File: config.mk
export PLATFORM = sky130hd
export DESIGN_NAME = linmul_core
export DESIGN_NICKNAME = d
export VERILOG_FILES = /design/src/rtl/linmul_pkg.sv /design/src/rtl/linmul_lsb_pick.sv /design/src/rtl/linmul_term.sv /design/src/rtl/linmul_core.sv
export SDC_FILE = /design/constraint.sdc
export NUM_CORES = 1
export LEC_CHECK = 0
export BUFFER_PORTS_ARGS = -buffer_cell sky130_fd_sc_hd__buf_2
export CORE_MARGIN = 1.5
export CORE_UTILIZATION = 65
export DETAILED_ROUTE_END_ITERATION = 7
export GPL_TIMING_DRIVEN = 0
export PLACE_DENSITY = 0.87
export RECOVER_POWER = 25
export SLEW_MARGIN = 20
export SYNTH_ARGS = -nofsm -noshare
export SYNTH_HDL_FRONTEND = slang
export SYNTH_SLANG_ARGS = --single-unit
File: constraint.sdc
create_clock -name clk -period 14.95 [get_ports clk]
set_input_delay 1.495 -clock clk [delete_from_list [all_inputs] [get_ports clk]]
set_output_delay 1.495 -clock clk [all_outputs]
set_load 0.005 [all_outputs]
File: src/rtl/linmul_pkg.sv
package linmul_pkg;

    localparam int unsigned LM_DEF_XW = 12;
    localparam int unsigned LM_DEF_YW = 12;

    // bits needed to index a bit position inside a w-bit word
    function automatic int unsigned lm_idx_w(input int unsigned w);
        return (w <= 1) ? 1 : $clog2(w);
    endfunction

endpackage

File: src/rtl/linmul_lsb_pick.sv
module linmul_lsb_pick #(
    parameter int unsigned W  = 12,
    parameter int unsigned IW = 4
) (
    input  logic [W-1:0]  vec,
    output logic [W-1:0]  onehot,
    output logic [IW-1:0] idx
);

    // isolate lowest set bit: v & -v
    assign onehot = vec & (~vec + W'(1));

    // encode one-hot position, one OR-tree per index bit
    for (genvar b = 0; b < IW; b++) begin : g_enc
        logic [W-1:0] sel_mask;
        always_comb begin
            for (int i = 0; i < W; i++) begin
                sel_mask[i] = ((i / (1 << b)) % 2) == 1;
            end
        end
        assign idx[b] = |(onehot & sel_mask);
    end

endmodule

File: src/rtl/linmul_term.sv
module linmul_term #(
    parameter int unsigned YW = 12,
    parameter int unsigned ZW = 24,
    parameter int unsigned IW = 4
) (
    input  logic [YW-1:0] y_bits,
    input  logic [IW-1:0] sh,
    input  logic          neg,
    output logic [ZW-1:0] term
);

    logic [ZW-1:0] y_ext;
    logic [ZW-1:0] shifted;

    assign y_ext   = {{(ZW-YW){y_bits[YW-1]}}, y_bits};
    assign shifted = y_ext << sh;
    assign term    = neg ? (ZW'(0) - shifted) : shifted;

endmodule

File: src/rtl/linmul_core.sv
module linmul_core
    import linmul_pkg::*;
#(
    parameter int unsigned XW = LM_DEF_XW,
    parameter int unsigned YW = LM_DEF_YW
) (
    input  logic               clk,
    input  logic               rst_n,
    input  logic               start,
    input  logic [XW-1:0]      x_in,
    input  logic [YW-1:0]      y_in,
    output logic               busy,
    output logic               done,
    output logic [XW+YW-1:0]   z_out
);

    localparam int unsigned ZW = XW + YW;
    localparam int unsigned IW = lm_idx_w(XW);

    typedef struct packed {
        logic          busy;
        logic          done;
        logic          neg;
        logic [XW-1:0] mag;
        logic [YW-1:0] y;
        logic [ZW-1:0] z;
    } lm_state_t;

    lm_state_t st_d, st_q;

    logic [XW-1:0] x_mag;
    logic [XW-1:0] low_onehot;
    logic [IW-1:0] low_idx;
    logic [ZW-1:0] step_term;

    // magnitude fits XW unsigned bits even for the most negative value
    assign x_mag = x_in[XW-1] ? (~x_in + XW'(1)) : x_in;

    linmul_lsb_pick #(.W(XW), .IW(IW)) u_pick (
        .vec    (st_q.mag),
        .onehot (low_onehot),
        .idx    (low_idx)
    );

    linmul_term #(.YW(YW), .ZW(ZW), .IW(IW)) u_term (
        .y_bits (st_q.y),
        .sh     (low_idx),
        .neg    (st_q.neg),
        .term   (step_term)
    );

    always_comb begin
        st_d      = st_q;
        st_d.done = 1'b0;
        if (!st_q.busy) begin
            if (start) begin
                st_d.z   = '0;
                st_d.neg = x_in[XW-1];
                st_d.mag = x_mag;
                st_d.y   = y_in;
                if (x_mag == '0) begin
                    st_d.done = 1'b1;
                end else begin
                    st_d.busy = 1'b1;
                end
            end
        end else begin
            st_d.z   = st_q.z + step_term;
            st_d.mag = st_q.mag - low_onehot;
            if (st_d.mag == '0) begin
                st_d.busy = 1'b0;
                st_d.done = 1'b1;
            end
        end
    end

    always_ff @(posedge clk or negedge rst_n) begin
        if (!rst_n) begin
            st_q <= '0;
        end else begin
            st_q <= st_d;
        end
    end

    assign busy  = st_q.busy;
    assign done  = st_q.done;
    assign z_out = st_q.z;

    p_done_pulse_r5: assert property (@(posedge clk) disable iff (!rst_n)
        (st_q.done && !start) |=> !st_q.done);

    p_busy_done_excl_r5: assert property (@(posedge clk) disable iff (!rst_n)
        !(busy && done));

    p_idle_hold_r6: assert property (@(posedge clk) disable iff (!rst_n)
        (!st_q.busy && !start) |=> $stable(z_out));

    p_start_ignored_r7: assert property (@(posedge clk) disable iff (!rst_n)
        (st_q.busy && start) |=> ($stable(st_q.y) && $stable(st_q.neg)));

    p_clear_on_start_r8: assert property (@(posedge clk) disable iff (!rst_n)
        (!st_q.busy && start) |=> (z_out == '0));

    p_one_bit_per_step_r9: assert property (@(posedge clk) disable iff (!rst_n)
        st_q.busy |=> ($countones(st_q.mag) + 1 == $countones($past(st_q.mag))));

endmodule

# [Word level (Yosys, flattened, before mapping)]
# Cells that the tools add are included.
[op_classes] n_addsub=5 shift=1 muxes=9 bitwise_logic=4 reduce_logical=8
[op_table] cell="51-bit two-way mux" n=1
[op_table] cell="24-bit two-way mux" n=2
[op_table] cell="12-bit by 1-bit adder with 12-bit output (second input constant)" n=2
[op_table] cell="24-bit adder" n=1
[op_table] cell="12-bit zero test" n=2
[op_table] cell="12-bit two-way mux" n=2
[op_table] cell="12-bit inverter" n=2
[op_table] cell="24-bit by 4-bit << shifter with 24-bit output" n=1
[op_table] cell="1-bit by 24-bit subtractor with 24-bit output (first input constant)" n=1
[op_table] cell="12-bit bitwise AND" n=1
[op_table] cell="6-bit OR reduction" n=2
[op_table] cell="12-bit subtractor" n=1
[op_table] cell="4-bit OR reduction" n=2
[op_table] cell="2-bit two-way mux" n=2
[op_table] cell="1-bit two-way mux" n=2
[op_table] cell="2-bit AND reduction" n=1
[op_table] cell="2-bit nonzero test" n=1
[op_table] cell="1-bit inverter" n=1
[word_totals] ff_bits=51 inputBits=27 output_inout_bits=26

# [Depth between registers and ports, before layout]
# Gate-level depths: netlist of run 1.
[logic_depth] depth_word=9 depth_mapped=25 mapped_depth_nobuf=21

# [Cells and area by module]
# From an unflattened synthesis of run 1, not the netlist that was laid out.
[hier_totals] cells_unflattened=735 hier_area_um2=6129.6
[by_module_without_submodules] mod="linmul_core" n_inst=1 cells_each=471 area_per_inst_um2=4165.2 seq_area_each_um2=1276.2
[by_module_without_submodules] mod="linmul_term" n_inst=1 cells_each=230 area_per_inst_um2=1729.2 seq_area_each_um2=0.0
[by_module_without_submodules] mod="linmul_lsb_pick" n_inst=1 cells_each=34 area_per_inst_um2=235.2 seq_area_each_um2=0.0

# [Least setup slack after synthesis of run 1]
# No wires, ideal clock.
[synth_path] kind="register to register" startpoint="reg st_q[39] (netlist name)" endpoint="reg st_q, in the netlist z_out[23]" setup_time_ns=0.134 arrival_time_ns=5.918 required_ns=14.816 path_slack_ns=8.898 path_stages_with_launch=24 period_less_slack_ns=6.052 cell_sequence="dfrtp_1 > or4_1 > buf_2 > or3_1 > buf_6 > o21ai_4 > mux4_1 > a211oi_1 > nand3_1 > a2111oi_4 > nand3_4 > o21ai_0 > xnor2_1 > ha_1 > a21o_1 > a21o_1 > a21oi_1 > o22ai_1 > a211oi_1 > o41ai_1 > or2_2 > a31oi_1 > o31ai_1 > nand3_1"
[synth_between] elab_chain_cells=9
[synth_lines] element="from (decl)" line="linmul_core.sv:29" rtl="lm_state_t st_d, st_q;"
[synth_lines] element="from (signal assigned)" line="linmul_core.sv:81" rtl="st_q <= st_d;"
[synth_lines] element="12-bit inverter" line="linmul_lsb_pick.sv:11" rtl="assign onehot = vec & (~vec + W'(1));"
[synth_lines] element="12-bit by 1-bit adder with 12-bit output" line="linmul_lsb_pick.sv:11"
[synth_lines] element="12-bit bitwise AND (*)" line="linmul_lsb_pick.sv:11"
[synth_lines] element="6-bit OR reduction / 4-bit OR reduction (equally long branches)" line="linmul_lsb_pick.sv:21" rtl="assign idx[b] = |(onehot & sel_mask);"
[synth_lines] element="24-bit by 4-bit << shifter with 24-bit output (*)" line="linmul_term.sv:16" rtl="assign shifted = y_ext << sh;"
[synth_lines] element="1-bit by 24-bit subtractor with 24-bit output" line="linmul_term.sv:17" rtl="assign term = neg ? (ZW'(0) - shifted) : shifted;"
[synth_lines] element="24-bit two-way mux (*)" line="linmul_term.sv:17"
[synth_lines] element="24-bit adder (*)" line="linmul_core.sv:68" rtl="st_d.z = st_q.z + step_term;"
[synth_lines] element="24-bit two-way mux (*)" line="linmul_core.sv:55" rtl="if (!st_q.busy) begin"
# Mark *: on every way between the ends. The rest lies on a longest branch, timed or not.
# A chain may end at the register's enable or synchronous reset.

# [Worst setup path in the final report of run 1]
[layout_path] startpoint="reg st_q[36] (netlist name)" endpoint="reg st_q, in the netlist z_out[23]"
[layout_between] elab_chain_cells=9
[layout_lines] element="12-bit inverter (*)" line="linmul_lsb_pick.sv:11"
[layout_lines] element="12-bit by 1-bit adder with 12-bit output (*)" line="linmul_lsb_pick.sv:11"
[layout_lines] element="12-bit bitwise AND (*)" line="linmul_lsb_pick.sv:11"
[layout_lines] element="6-bit OR reduction / 4-bit OR reduction (equally long branches)" line="linmul_lsb_pick.sv:21"
[layout_lines] element="24-bit by 4-bit << shifter with 24-bit output (*)" line="linmul_term.sv:16"
[layout_lines] element="1-bit by 24-bit subtractor with 24-bit output" line="linmul_term.sv:17"
[layout_lines] element="24-bit two-way mux (*)" line="linmul_term.sv:17"
[layout_lines] element="24-bit adder (*)" line="linmul_core.sv:68"
[layout_lines] element="24-bit two-way mux (*)" line="linmul_core.sv:55"
# Marked as above.

==> results of run 1 <==
per-stage QoR:
step	worst slack, ns	instances	utilization
global placement	7.94	862	0.715
CTS	7.67	870	0.726
finish	7.53	870	0.726
global route	7.18	870	0.726
detailed placement	7.69	862	0.715
floorplan	8.90	706	-
cell usage in the layout, fill, tap and decap left out, drive strengths merged, types with 11 or more instances in the layout:
master / synthesis / layout
xnor2: 23 / 23
nor3: 22 / 22
dfrtp: 51 / 51
nand3: 23 / 23
nand2: 80 / 80
inv: 28 / 28
nor2: 48 / 48
buf: 32 / 82
xor2: 20 / 20
clkbuf: 30 / 36
a22o: 14 / 14
a21o: 11 / 11
a21oi: 57 / 57
o211ai: 11 / 11
mux2i: 14 / 14
ha: 28 / 28
o21ai: 58 / 58
per-layer routing:
| metal | up-vias | wire [um] | global-route usage |
|---|---|---|---|
| met5 | - | 0 | 0 |
| met4 | 0 | 564 | 0.157 |
| met3 | 49 | 1230 | 0.0644 |
| met2 | 316 | 7510 | 0.622 |
| met1 | 2632 | 6430 | 0.464 |
| li1 | 2691 | - | - |
worst register-to-register path: cells and delay by family, from the launching register on:
family                   cells  cell delay, ns
AO/OA/AOI/OAI               12            3.73
AND/OR/NAND/NOR              6            1.51
multiplexers                 1            0.62
buffers and inverters        3            0.51
adder cells (fa/ha/maj)      1            0.43
flip-flops                   1            0.38
XOR/XNOR                     1            0.12
worst max path at each step:
stage / startpoint / end / slack, ns
4_1_cts: st_q[36]$_DFFE_PN0P_ / z_out[23]$_DFFE_PN0P_ / 7.67
3_5_place_dp: st_q[36]$_DFFE_PN0P_ / z_out[23]$_DFFE_PN0P_ / 7.69
2_1_floorplan: st_q[39]$_DFFE_PN0P_ / z_out[23]$_DFFE_PN0P_ / 8.90
6_report: st_q[36]$_DFFE_PN0P_ / z_out[23]$_DFFE_PN0P_ / 7.53
5_1_grt: st_q[36]$_DFFE_PN0P_ / z_out[23]$_DFFE_PN0P_ / 7.18
3_3_place_gp: st_q[36]$_DFFE_PN0P_ / z_out[23]$_DFFE_PN0P_ / 7.94
final cells by class:
cell class,instances,area [sq um],share of cell area
multi-input cells,564,3730,0.629
repair buffers,51,254,0.0428
plain buffers,62,343,0.0578
clock buffers,5,68.8,0.0116
clock inverters,3,20.0,0.00337
inverters,29,109,0.0183
flip-flops and latches,51,1280,0.215
well taps,105,131,0.0221
cells in the mapped netlist (7+ instances only):
library cell / number / area share
o22ai_1: 7 / 0.0080
ha_1: 28 / 0.064
mux2i_1: 14 / 0.026
a211oi_1: 10 / 0.014
inv_1: 28 / 0.019
or3_1: 7 / 0.0080
o31ai_1: 10 / 0.014
a211o_1: 8 / 0.013
a21oi_1: 57 / 0.052
clkbuf_1: 30 / 0.021
dfrtp_1: 51 / 0.23
nand4_1: 9 / 0.010
nand3_1: 22 / 0.020
nand2_1: 80 / 0.055
buf_4: 24 / 0.033
o21ai_0: 56 / 0.051
xor2_1: 20 / 0.032
xnor2_1: 23 / 0.037
a21o_1: 11 / 0.015
a31oi_1: 9 / 0.010
o211ai_1: 11 / 0.015
nor2b_1: 8 / 0.0092
nor3_1: 22 / 0.020
a22o_1: 14 / 0.022
nor2_1: 48 / 0.033
logic make-up (layout without fill, tap and decap cells):
logic type | count (synthesis) | after routing | share of synthesized area
muxes | 18 | 18 | 0.0394
buffers and inverters | 91 | 150 | 0.0827
AOI/OAI and AO/OA | 239 | 239 | 0.297
xor gates and xnor gates | 43 | 43 | 0.0690
and+or+nand+nor | 235 | 235 | 0.210
adders and majority gates | 29 | 29 | 0.0678
DFF | 51 | 51 | 0.234
state kept, by name, summed over array words and instances (netlist names):
signal  count
busy        1
z_out      24
done        1
st_q       25
==> impl_metrics.yaml, run 1 <==
status:
  status: "finished with violations"
  violations: "capacitance limit, slew limit"
yosys:
  synthFlopType: "dfrtp_1"
  syn_nets: 762
  seq_area_frac_synth: 0.234
  synth-seq-cells: 51
  synth_edf_count: 0
  async_flop_share: 1.00
  synth_area_sq_um: 5460
  avgSynthCellArea_sq_um: 7.73
  yosysWarnings: 0
  syn_inst: 706
  synth_cell_type_count: 70
detailed_routing:
  ant_nets: 0
  drc: 0
  viasPerCell: 6.54
  wl_per_cell_um: 18.1
  first_pass_iters: 5
  vias: 5688
  drtIter0Drc: 375
  wl_um: 15700
setup_path:
  start_kind: "register"
  path_class: "register to register"
  cp-end-kind: "register"
  slowest_delay_ns: 0.95
  worst_ep_required_time_ns: 15.15
  worst_ep_arrival_time_ns: 7.63
  crit_family: "compound AO/OA/AOI/OAI gates"
  cp_num_buf_inv: 3
  r2r-start: "st_q[36]$_DFFE_PN0P_"
  critPathSlowestCell: "o41ai_1"
  crit_chain: "clkbuf_1 -> or4_1 -> buf_2 -> or3_1 -> buf_6 -> o21ai_4 -> mux4_1 -> a211oi_1 -> nand3_1 -> a2111oi_4 -> nand3_4 -> o21ai_0 -> xnor2_1 -> ha_1 -> a21o_1 -> a21o_1 -> a21oi_1 -> o22ai_1 -> a211oi_1 -> o41ai_1 -> or2_2 -> a31oi_1 -> o31ai_1 -> nand3_1"
  r2r_end: "z_out[23]$_DFFE_PN0P_"
  r2r_cells: 24
  crit_fanout: 9
  regToRegSetupSlack_ns: 7.53
  cp.depth: 24
layout:
  area_delta_synth_final_pct: 8.68
  drive_gt1_frac: 0.135
  fillCellCount: 644
  layout.nets: 820
  diodes: 0
  final_area_sq_um: 5930
timing:
  worst_pin_slew_ns: 2.79
  report.final.slew_viol_count: 52
  fin_crit_ns: 7.42
  clock_skew_ns: 0.0125
  finalCritPeriodShare: 0.497
  finalHoldViolCount: 0
  setup_viol: 0
  fmax_mhz: 135
  grt_setup_unrepaired: "false"
  whs_ns: 0.537
  tns_ns: 0
  slew_headroom: -0.860
min_path:
  hold_class: "register to register"
  hp-start: "z_out[2]$_DFFE_PN0P_"
  hold_depth: 2
  whs_endpoint: "z_out[2]$_DFFE_PN0P_"
cts:
  cts-resized-gates: 0
  clkLatencyLatePin_ns: 0.32
  clk_path_buf_depth: 2
  clockRootBuffer: "clkbuf_8"
  cts_tree: "built"
  path_clk_slew_ns: 0.11
  post_cts_buffers: 0
  clock_sinks: 51
  numCtsBuffers: 5
  ctsHoldBuffers: 0
  htree_levels: 2
floorplan:
  die_height_um: 94.7
  io_pins: 53
  start_util: 0.668
  die-area_sq_um: 8960
  core_area_sq_um: 8180
  placement_rows: 33
  die_x_um: 94.7
grt:
  track_usage: 0.370
  grt_pass1_wl_um: 26000
  overflow: 0
  antenna_found_initial: 0
  grt_pass1_vias: 5341
  grt_max_degree: 52
flow_run:
  drv_cap: 1
placement:
  place_congestion: 0.989
  placed_area_sq_um: 5850
  hpwl_um: 12200
  numPortBuffers: 51
Power of run 1 is left out: the tool's default activity adds up to more than one toggle a clock period on the data nets, which glitch-free logic cannot reach.
==> run 2: changes to the inputs <==
--- a/config.mk
+++ b/config.mk
@@ -7,10 +7,10 @@
 export LEC_CHECK = 0
 export BUFFER_PORTS_ARGS = -buffer_cell sky130_fd_sc_hd__buf_2
 export CORE_MARGIN = 1.5
-export CORE_UTILIZATION = 65
+export CORE_UTILIZATION = 55
 export DETAILED_ROUTE_END_ITERATION = 7
 export GPL_TIMING_DRIVEN = 0
-export PLACE_DENSITY = 0.87
+export PLACE_DENSITY = 0.79
 export RECOVER_POWER = 25
 export SLEW_MARGIN = 20
 export SYNTH_ARGS = -nofsm -noshare
==> constraint.sdc (replaced) <==
create_clock -name clk -period 6.3 [get_ports clk]
set_input_delay 0.63 -clock clk [delete_from_list [all_inputs] [get_ports clk]]
set_output_delay 0.63 -clock clk [all_outputs]
set_load 0.005 [all_outputs]
==> run 2 against run 1 <==
Effect of this change:
- the flow still finishes with violations (capacitance limit, slew limit)
- global-route usage down 5.0 points
- clock skew increased by 0.0014 ns
- wire length grew 4.2%
- largest cell class unchanged
- die area increased by 18%
==> impl_metrics.yaml, run 2 (synthesis results as in run 1) <==
floorplan:
  die-area_sq_um: 10500
  die_height_um: 103
  core_area_sq_um: 9680
  placement_rows: 36
  start_util: 0.564
  io_pins: 53
  die_x_um: 103
setup_path:
  path_class: "register to register"
  worst_ep_required_time_ns: 6.51
  worst_ep_arrival_time_ns: 6.32
  slowest_delay_ns: 0.63
  r2r-start: "st_q[39]$_DFFE_PN0P_"
  crit_chain: "or4_1 -> buf_2 -> or3_1 -> buf_6 -> o21ai_4 -> mux4_1 -> a211oi_4 -> nand3_1 -> a2111oi_4 -> nand3_4 -> o21ai_2 -> xnor2_1 -> ha_1 -> a21o_1 -> a21o_1 -> a21oi_1 -> o22ai_1 -> a211oi_2 -> o41ai_4 -> buf_4 -> and3_1 -> o211ai_1 -> nand3_1"
  cp-end-kind: "register"
  r2r_end: "z_out[23]$_DFFE_PN0P_"
  r2r_cells: 23
  crit_fanout: 9
  start_kind: "register"
  regToRegSetupSlack_ns: 0.19
  critPathSlowestCell: "mux4_1"
layout:
  mostFrequentLayoutCell: "nand2_1"
  layout.nets: 830
  final_util: 0.642
  largest_register_ffs: 25
  final_area_sq_um: 6220
  final_cell_mix: "nand2_1, a21oi_1, o21ai_0"
  top_register: "st_q"
  diodes: 0
  final_cells: 908
  drive_gt1_frac: 0.172
  area_delta_synth_final_pct: 13.9
grt:
  grt_pass1_wl_um: 26300
  overflow: 0
  track_usage: 0.319
  grt_max_degree: 52
  grt_pass1_vias: 5328
  antenna_found_initial: 0
placement:
  numPortBuffers: 51
  placed_area_sq_um: 5880
  placed_cells: 890
  place_congestion: 0.985
  hpwl_um: 12300
timing:
  finalHoldViolCount: 0
  fin_crit_ns: 6.11
  worst_pin_slew_ns: 2.73
  fmax_mhz: 164
  whs_ns: 0.487
  slew_headroom: -0.822
  clock_skew_ns: 0.0139
  report.final.slew_viol_count: 52
  setup_viol: 0
  finalCritPeriodShare: 0.969
detailed_routing:
  viasPerCell: 6.31
  drc: 0
  wl_um: 16400
  wl_per_cell_um: 18.1
  drtIter0Drc: 370
  first_pass_iters: 5
  ant_nets: 0
  vias: 5732
min_path:
  hp-start: "y_in[1]"
  whs_endpoint: "st_q[25]$_DFFE_PN0P_"
  hold_class: "input pin to register"
  hold_depth: 3
cts:
  clkLatencyLatePin_ns: 0.33
  cts_tree: "built"
  htree_levels: 2
  clock_sinks: 51
  clockRootBuffer: "clkbuf_8"
  clk_path_buf_depth: 2
  path_clk_slew_ns: 0.10
  numCtsBuffers: 5
flow_run:
  drv_cap: 1
status:
  violations: "capacitance limit, slew limit"
  status: "finished with violations"
run 2: cell count changes in the layout (fill, tap and decap cells not counted), moves of 2 or more:
cell | before | now
clkbuf_1 | 31 | 28
clkinvlp_4 | 2 | 0
mux2i_4 | 0 | 2
a211oi_1 | 10 | 8
clkbuf_2 | 0 | 2
buf_4 | 24 | 34
nor3_1 | 22 | 20
mux2i_1 | 14 | 9
mux2i_2 | 0 | 3
run 2: layout make-up:
class                   instances  area (sq um)
multi-input cells             564          3860
fillers                       870          3460
flip-flops and latches         51          1280
repair buffers                 62           349
plain buffers                  61           342
well taps                     133           166
inverters                      29           109
clock buffers                   5          68.8
clock inverters                 3          47.5
run 2: how the worst max path moves through the flow:
stage	start	endpoint	slack, ns
after global placement	st_q[36]$_DFFE_PN0P_	z_out[23]$_DFFE_PN0P_	-0.77
after detailed placement	st_q[36]$_DFFE_PN0P_	z_out[23]$_DFFE_PN0P_	-0.91
final	st_q[39]$_DFFE_PN0P_	z_out[23]$_DFFE_PN0P_	0.19
after CTS	st_q[36]$_DFFE_PN0P_	z_out[23]$_DFFE_PN0P_	0.0002
after floorplan	st_q[39]$_DFFE_PN0P_	z_out[23]$_DFFE_PN0P_	0.25
after global routing	st_q[40]$_DFFE_PN0P_	z_out[23]$_DFFE_PN0P_	-0.05
run 2: worst max-delay path: cells and delay by family (launching register included):
| family | cells | cell delay (ns) |
|---|---|---|
| adders and majority gates | 1 | 0.38 |
| and+or+nand+nor | 6 | 1.49 |
| buffers and inverters | 3 | 0.51 |
| muxes | 1 | 0.63 |
| AOI/OAI and AO/OA | 11 | 2.43 |
| xor gates and xnor gates | 1 | 0.10 |
| DFF | 1 | 0.45 |
run 2: routing by layer:
metal  vias to the layer above  share of wire  GRT usage
met3                        40          0.062     0.0373
met1                      2703           0.42      0.403
met2                       258           0.49      0.552
met4                         0          0.028      0.137
met5                         -              0          0
li1                       2731              -          -
run 2: stage by stage:
stage | TNS, ns | setup WS, ns
after floorplan | 0 | 0.248
after global placement | -0.818 | -0.767
after detailed placement | -1.05 | -0.907
after CTS | 0 | 0.000185
after global routing | -0.0451 | -0.0451
final | 0 | 0.193
run 2: what timing repair did:
action,4_1_cts,5_1_grt
endpoints found under the setup margin,3,5
resized for setup,7,21
hold buffers,0,0
cloned,0,0
buffers inserted,4,7
pin swaps,4,6
Power of run 2 is left out for the same reason.
